## config.mk

```make
export PLATFORM = sky130hd
export DESIGN_NAME = ddr_init_seq
export DESIGN_NICKNAME = d
export VERILOG_FILES = /design/src/rtl/ddr_init_pkg.sv /design/src/rtl/ddr_init_tick_timer.sv /design/src/rtl/ddr_init_mode_word.sv /design/src/rtl/ddr_init_seq.sv
export SDC_FILE = /design/constraint.sdc
export NUM_CORES = 1
export LEC_CHECK = 0
export BUFFER_PORTS_ARGS = -buffer_cell sky130_fd_sc_hd__clkbuf_2
export CELL_PAD_IN_SITES_DETAIL_PLACEMENT = 2
export CELL_PAD_IN_SITES_GLOBAL_PLACEMENT = 2
export CORE_MARGIN = 2
export CORE_UTILIZATION = 36
export CTS_BUF_LIST = sky130_fd_sc_hd__clkbuf_16
export DETAILED_ROUTE_END_ITERATION = 7
export PLACE_DENSITY = 0.89
export REMOVE_ABC_BUFFERS = 1
export SYNTH_ARGS = -nofsm -noshare
export SYNTH_HDL_FRONTEND = slang
export SYNTH_HIERARCHICAL = 1
export SYNTH_SLANG_ARGS = --single-unit
```

## constraint.sdc

```tcl
create_clock -name clk -period 3.9 [get_ports clk]
set_input_delay 0.195 -clock clk [delete_from_list [all_inputs] [get_ports clk]]
set_output_delay 0.195 -clock clk [all_outputs]
set_load 0.005 [all_outputs]
```

## src/rtl/ddr_init_pkg.sv

```systemverilog
package ddr_init_pkg;
  typedef enum logic [2:0] {
    CMD_SELFREF = 3'b000,
    CMD_NOP     = 3'b001,
    CMD_PRE     = 3'b010,
    CMD_MRS     = 3'b011,
    CMD_EMRS    = 3'b100,
    CMD_CBR     = 3'b110,
    CMD_NORMAL  = 3'b111
  } ddr_cmd_e;

  typedef enum logic [2:0] {
    ST_IDLE, ST_WAIT, ST_SYNC, ST_NORM, ST_FIN, ST_DONE
  } init_state_e;

  // Command for a step of the fixed chain; nref refreshes sit at steps 5..4+nref
  function automatic ddr_cmd_e step_cmd(input int unsigned idx, input int unsigned nref);
    if (idx == 0) return CMD_NOP;
    else if (idx == 1 || idx == 4) return CMD_PRE;
    else if (idx == 2) return CMD_EMRS;
    else if (idx == 3) return CMD_MRS;
    else if (idx < 5 + nref) return CMD_CBR;
    else return CMD_MRS;
  endfunction
endpackage

```

## src/rtl/ddr_init_tick_timer.sv

```systemverilog
module ddr_init_tick_timer #(
  parameter int unsigned CNT_W = 8
) (
  input  logic             clk,
  input  logic             rst,
  input  logic             load_i,
  input  logic [CNT_W-1:0] load_val_i,
  input  logic             tick_i,
  output logic             expire_o
);
  logic [CNT_W-1:0] cnt_q;

  assign expire_o = tick_i && (cnt_q == CNT_W'(1));

  always_ff @(posedge clk) begin
    if (rst) cnt_q <= '0;
    else if (load_i) cnt_q <= load_val_i;
    else if (tick_i && cnt_q != '0) cnt_q <= cnt_q - CNT_W'(1);
  end
endmodule

```

## src/rtl/ddr_init_mode_word.sv

```systemverilog
module ddr_init_mode_word #(
  parameter int unsigned MODE_W  = 13,
  parameter logic [2:0]  BL_CODE = 3'b010,
  parameter logic        BT_BIT  = 1'b1
) (
  input  logic [2:0]        cmd_i,
  input  logic              dll_rst_i,
  input  logic [2:0]        cas_i,
  output logic [MODE_W-1:0] word_o
);
  import ddr_init_pkg::*;
  logic [8:0] core;

  always_comb begin
    core = {(dll_rst_i ? 2'b10 : 2'b00), cas_i, BT_BIT, BL_CODE};
    word_o = '0;
    if (cmd_i == CMD_MRS) word_o[8:0] = core;
  end
endmodule

```

## src/rtl/ddr_init_seq.sv

```systemverilog
module ddr_init_seq #(
  parameter int unsigned POWERUP_US = 200,
  parameter int unsigned GUARD_US   = 200,
  parameter int unsigned NUM_REF    = 8,
  parameter int unsigned MODE_W     = 13,
  parameter logic [2:0]  BL_CODE    = 3'b010,
  parameter logic        BT_BIT     = 1'b1
) (
  input  logic              clk,
  input  logic              rst,
  input  logic              start_i,
  input  logic [2:0]        cas_sel_i,
  input  logic              us_tick_i,
  output logic              cmd_stb_o,
  output logic [2:0]        cmd_o,
  output logic [MODE_W-1:0] mode_word_o,
  output logic              rx_resync_o,
  output logic              refresh_en_o,
  output logic              done_o
);
  import ddr_init_pkg::*;

  localparam int unsigned NSTEP   = NUM_REF + 6;
  localparam int unsigned STEP_W  = $clog2(NSTEP + 1);
  localparam int unsigned MAX_US  = (POWERUP_US > GUARD_US) ? POWERUP_US : GUARD_US;
  localparam int unsigned CNT_W   = $clog2(MAX_US + 1);

  init_state_e       state_q;
  logic [STEP_W-1:0] step_q;
  logic [2:0]        cas_q;
  logic              expire;
  logic              load;
  logic [CNT_W-1:0]  load_val;
  logic              more_steps;
  ddr_cmd_e          next_cmd;
  logic [MODE_W-1:0] next_word;

  assign more_steps = (int'(step_q) < NSTEP);
  assign next_cmd   = step_cmd(int'(step_q), NUM_REF);
  assign load       = ((state_q == ST_IDLE) && start_i) ||
                      ((state_q == ST_WAIT) && expire && more_steps);
  assign load_val   = (state_q == ST_IDLE) ? CNT_W'(POWERUP_US) : CNT_W'(GUARD_US);

  ddr_init_tick_timer #(.CNT_W(CNT_W)) timer_i (
    .clk        (clk),
    .rst        (rst),
    .load_i     (load),
    .load_val_i (load_val),
    .tick_i     (us_tick_i),
    .expire_o   (expire)
  );

  ddr_init_mode_word #(.MODE_W(MODE_W), .BL_CODE(BL_CODE), .BT_BIT(BT_BIT)) mw_i (
    .cmd_i     (next_cmd),
    .dll_rst_i (step_q == STEP_W'(3)),
    .cas_i     (cas_q),
    .word_o    (next_word)
  );

  always_ff @(posedge clk) begin
    if (rst) begin
      state_q      <= ST_IDLE;
      step_q       <= '0;
      cas_q        <= '0;
      cmd_stb_o    <= 1'b0;
      cmd_o        <= CMD_NOP;
      mode_word_o  <= '0;
      rx_resync_o  <= 1'b0;
      refresh_en_o <= 1'b0;
      done_o       <= 1'b0;
    end else begin
      cmd_stb_o   <= 1'b0;
      rx_resync_o <= 1'b0;
      case (state_q)
        ST_IDLE: if (start_i) begin
          cas_q   <= cas_sel_i;
          step_q  <= '0;
          state_q <= ST_WAIT;
        end
        ST_WAIT: if (expire) begin
          if (more_steps) begin
            cmd_stb_o   <= 1'b1;
            cmd_o       <= next_cmd;
            mode_word_o <= next_word;
            step_q      <= step_q + STEP_W'(1);
          end else begin
            rx_resync_o <= 1'b1;
            state_q     <= ST_SYNC;
          end
        end
        ST_SYNC: state_q <= ST_NORM;
        ST_NORM: begin
          cmd_stb_o   <= 1'b1;
          cmd_o       <= CMD_NORMAL;
          mode_word_o <= '0;
          state_q     <= ST_FIN;
        end
        ST_FIN: begin
          done_o       <= 1'b1;
          refresh_en_o <= 1'b1;
          state_q      <= ST_DONE;
        end
        default: state_q <= ST_DONE;
      endcase
    end
  end
endmodule

```

== Word level (Yosys, flattened, before mapping) ==
Cells that the tools add are included.
Word-level totals
  logic and storage cells: 76
  register bits after elaboration: 37
  input port bits: 7
  output and inout port bits: 20
Cells by class
  muxes and demuxes: 27
  bitwise logic cells: 2
  order comparisons: 2
  equality and inequality tests: 14
  add/sub/neg operators: 2
  reduce and logical (&&, ||, !) cells: 19
Operator list (number)
  two-way mux 3 bit: 10
  two-way mux 13 bit: 2
  one-hot mux 13 bit (2 select lines): 1
  two-way mux 8 bit: 2
  two-way mux 4 bit: 3
  one-hot mux 3 bit (4 select lines): 1
  == test 3 x 2 -> 1 bit (second input constant): 3
  two-way mux 9 bit: 1
  == test 4 x 2 -> 1 bit (second input constant): 2
  == test 8 x 1 -> 1 bit (second input constant): 1
  less-than comparator 4 bit (second input constant): 2
  != test 2 bit (second input constant): 4
  one-hot mux 4 bit (2 select lines): 1
  nonzero test 8 bit: 1
  subtractor 8 x 1 -> 8 bit (second input constant): 1
  one-hot mux 3 bit (2 select lines): 1
  AND reduction 3 bit: 2
  nonzero test 2 bit: 3
  logical AND 1 bit: 5
  adder 4 x 1 -> 4 bit (second input constant): 1
  == test 4 x 1 -> 1 bit (second input constant): 1
  == test 4 x 3 -> 1 bit (second input constant): 1
  zero test 4 bit: 1
  AND reduction 4 bit: 1
  11 further kinds: 15

== Longest topological paths before layout ==
  word-level depth: 11
  depth in mapped cells: 10

== Hierarchy ==
The synthesis kept the hierarchy.
By module, submodules not included
  ddr_init_seq: cells each 176, times used 1, area each 1406.3 um^2
  ddr_init_tick_timer: cells each 60, times used 1, area each 478.0 um^2
  ddr_init_mode_word: cells each 14, times used 1, area each 113.9 um^2

== Least setup slack after synthesis ==
No wires, ideal clock.
  kind: flip-flop to flip-flop
  start point: register timer_i.cnt_q[2]
  end point: register timer_i.cnt_q[0]
  arrival time: 1856 ps
  setup time: 137 ps
  setup slack: 1907 ps
  required time: 3763 ps
  cell stages (with the launch flop): 10
  clock period less this slack: 1993 ps
  path buffers: 1
  cells stage by stage: dfxtp_1 nor3_1 and4_1 and4bb_1 nand2_1 nand2_1 inv_1 clkbuf_1 nor2_1 a211oi_1
Between the ends
  word-level cells in the longest chain between the ends: 6
  elaborated cells on any way between the ends: 8
  those cells by class: 1 x eq/ne; 7 x reduce/logical
RTL lines
  start: declaration: RTL line ddr_init_tick_timer.sv:11  | logic [CNT_W-1:0] cnt_q;
  start signal: assignment: RTL line ddr_init_tick_timer.sv:17  | else if (load_i) cnt_q <= load_val_i;
  start signal: assignment: RTL line ddr_init_tick_timer.sv:18  | else if (tick_i && cnt_q != '0) cnt_q <= cnt_q - CNT_W'(1);
  == test 8 x 1 -> 1 bit: RTL line ddr_init_tick_timer.sv:13  | assign expire_o = tick_i && (cnt_q == CNT_W'(1));
  logical AND 1 bit: RTL line ddr_init_tick_timer.sv:13
  net expire: RTL line ddr_init_seq.sv:31  | logic expire;
  logical AND 1 bit (2 in a row): RTL line ddr_init_seq.sv:41  | ((state_q == ST_WAIT) && expire && more_steps);
  logical OR 1 bit: RTL line ddr_init_seq.sv:40  | assign load = ((state_q == ST_IDLE) && start_i) ||
  net load: RTL line ddr_init_seq.sv:32  | logic load;
  OR reduction 2 bit (no source line)
The timed path passes the listed nets, and every way through them passes these cells.
A chain may end at the register's enable or synchronous reset.

== Final worst setup path ==
  start point: register timer_i.cnt_q[2]
  end point: register timer_i.cnt_q[3]
Between the ends
  word-level cells in the longest chain between the ends: 6
  elaborated cells on any way between the ends: 11
  those cells by class: 1 x add/sub; 1 x eq/ne; 2 x mux; 7 x reduce/logical
RTL lines (RTL line)
  == test 8 x 1 -> 1 bit (*): ddr_init_tick_timer.sv:13
  logical AND 1 bit (*): ddr_init_tick_timer.sv:13
  net expire: ddr_init_seq.sv:31
  logical AND 1 bit (*) (2 in a row): ddr_init_seq.sv:41
  logical OR 1 bit (*): ddr_init_seq.sv:40
  net load: ddr_init_seq.sv:32
  two-way mux 8 bit / nonzero test 2 bit (equally long branches)
Mark *: on every way through the listed nets, which the timed path passes. The rest lies on a longest branch. The select of a mux whose other input is x is not followed.

==> flow_summary.yaml <==
routing:
  drt-initial-drc-count: 76
  vias_per_cell: 5.64
  dr.pass1.iters: 6
  wirelength_um: 6200
  drtAntennaViolNets: 0
  drc: 0
  wl_per_cell_um: 18.0
  num_vias: 1940
setup_path:
  path_cells: "nor3_1, and4_1, and4bb_1, nand2_1, nand2_1, inv_1, and3_1, a21oi_1, a21oi_1"
  cp_top_family: "simple AND/OR/NAND/NOR gates"
  crit_arrival_ns: 2.78
  crit_path_start_kind: "flip-flop"
  cp_max_fo: 11
  slowest_delay_ns: 0.51
  critPathSlowestCell: "nor3_1"
  crit_type: "flip-flop to flip-flop"
  crit_path_end_kind: "flip-flop"
  cp.required_ns: 4.03
  crit_buf_inv: 1
  r2r_slack_ns: 1.24
synth:
  ys_seq_area_share_pct: 37.1
  synth.avg_cell_area_sq_um: 7.99
  ys_top_cells_by_count: "dfxtp_1 (37), nand2_1 (26), nor2_1 (23), nand3_1 (16)"
  syn-cell-area_sq_um: 2000
  ys_async_sr_fraction_pct: 0
  synth_top_area_share_pct: 37.1
  synthesis.instances: 250
  ys.flop_type: "dfxtp_1"
  ys_top_cells_by_area: "dfxtp_1 (37%), nand2_1 (4.9%), nor2_1 (4.3%)"
  yosys.area.top_type: "dfxtp_1"
  yosysMostFrequentCell: "dfxtp_1"
  synth.distinct_cells: 50
  ys_warn_count: 6
  ys_ff_latch: 37
  synth_edf_count: 0
power_and_ir_drop:
  combPwrFrac_pct: 11.7
  intPower_mw: 0.807
  powerDensity_nw_per_um2: 462
  p_sw_share_pct: 24.5
  seq_power_share_pct: 38.9
  p_leak_nw: 0.912
  power.switching_mw: 0.262
  clock_power_share_pct: 49.4
  p_total_mw: 1.07
  peakVddDrop_v: 0.000222
grt:
  antenna_found_initial: 0
  grt_pass1_wl_um: 10500
  grt_pass1_vias: 2047
  grt.overflow.total: 0
  grt_max_degree: 40
  grt_use_total_pct: 21.9
cts:
  cts_resized: 0
  insertion_delay_ns: 0.28
  cts_tree: "built"
  cts_root_buf: "clkbuf_16"
  numCtsBuffers: 5
  ctsHoldBuffers: 0
  cts_max_level: 2
  cts_buffer_depth: 2
  post_cts_buffers: 0
  path_clk_slew_ns: 0.06
  clock_sink_count: 37
die:
  placementRows: 27
  dieWidth_um: 78.5
  dieArea_sq_um: 6160
  num_io_pins: 27
  die_h_um: 78.5
  initial_core_util_pct: 36.7
  coreArea_sq_um: 5440
final_layout:
  finish.utilization_pct: 42.6
  fillCellCount: 644
  drive_above_1_share_pct: 15.1
  diodes: 0
  area_delta_synth_final_pct: 15.9
  regArea_sq_um: 741
  fin_nets: 284
  multi_input_area_sq_um: 1120
sta:
  hold_viol: 0
  final.setup_skew_ns: 0.00596
  setup_tns_ns: 0
  slew_violations: 0
  maxSlewHeadroom_pct: 43.8
  fmax_ghz: 0.376
  fin_hold_ws_ns: 0.141
  min_period_over_period_pct: 68.1
  setup-violations-final: 0
  worst_pin_slew_ns: 0.843
  rsz0062_at_grt: "false"
  period_needed_ns: 2.66
flow_run:
  drv_cap: 0
status:
  status: "completed"
placed_design:
  gp_congestion: 0.842
  numPortBuffers: 26
  hpwl_um: 4130
worst_hold_path:
  hp-class: "input port to flip-flop"
[cells by family after synthesis]
kind of cell	count (synthesis)	share of synthesized area, %
simple gates	120	32.9
compound gates	45	14.4
flops	37	37.1
buf+inv	34	8.95
fa+ha+maj	6	3.76
other cells	3	0.564
xor+xnor	3	1.32
mux	2	1.00
[power by group through the flow]
stage | combinational (mW) | sequential, mW | clock (mW)
finish | 0.125 | 0.415 | 0.528
global route | 0.141 | 0.419 | 0.552
CTS | 0.126 | 0.415 | 0.537
detailed placement | 0.123 | 0.423 | 0
global placement | 0.117 | 0.421 | 0
floorplan | 0.0822 | 0.417 | 0
[layout by cell type (no fill, tap or decap), types with 2 or more instances in the layout]
cell type	n
bufinv_16	2
xor2_1	2
nand2_1	26
nor4_1	2
clkbuf_2	26
clkbuf_16	5
inv_1	9
conb_1	15
a31oi_1	12
o21ai_0	4
nand2b_1	2
mux2i_1	2
nor2b_1	3
nor2_1	23
nand4_1	13
nand3_1	16
ha_1	6
a311oi_1	2
nand3b_1	2
a22oi_1	2
dfxtp_1	37
and2_1	2
nor3_1	10
a221oi_1	2
a211oi_1	5
a21oi_1	13
and4b_1	4
and3_1	3
[tightest hold or removal path, cell delays in order]
cell	delay (ns)
clkbuf_2	0.08
nand2_1	0.05
a21oi_1	0.05
[sequential cells by signal (all words and copies together), names as in the netlist]
register,count
cas_q,3
cmd_o,3
cmd_stb_o,1
done_o,1
mode_word_o,13
rx_resync_o,1
state_q,3
step_q,4
timer_i/cnt_q,8
[metrics by stage]
| stage | setup slack, ns | instance area, sq um | std cells |
|---|---|---|---|
| 2_1_floorplan | 1.83 | 1900 | 237 |
| 5_1_grt | 1.01 | 2320 | 344 |
| 3_3_place_gp | 1.54 | 2130 | 336 |
| 4_1_cts | 1.21 | 2320 | 344 |
| 3_5_place_dp | 1.37 | 2130 | 336 |
| 6_report | 1.24 | 2320 | 344 |
[worst paths after layout]
kind                                  startpoint                to  depth (start not counted)
worst max register to register  timer_i/cnt_q[2]  timer_i/cnt_q[3]                          9
worst min register to register          cas_q[1]          cas_q[1]                          2
worst max-delay path            timer_i/cnt_q[2]  timer_i/cnt_q[3]                          9
worst min-delay path                cas_sel_i[2]          cas_q[2]                          3
[layer usage]
layer  track usage, %  wire, um
met3             4.14       160
met2             41.0      3240
met5                0         0
met4             6.32        84
met1             25.1      2710
[layout make-up]
cell class                      count  area share (%)
Multi-Input combinational cell    191            48.5
Sequential cell                    37            32.0
Timing Repair Buffer               27            5.94
Clock buffer                        5            5.40
Tap cell                           72            3.89
Clock inverter                      3            2.81
Inverter                            9            1.46
No activity file was read; power rests on OpenSTA's default activity.
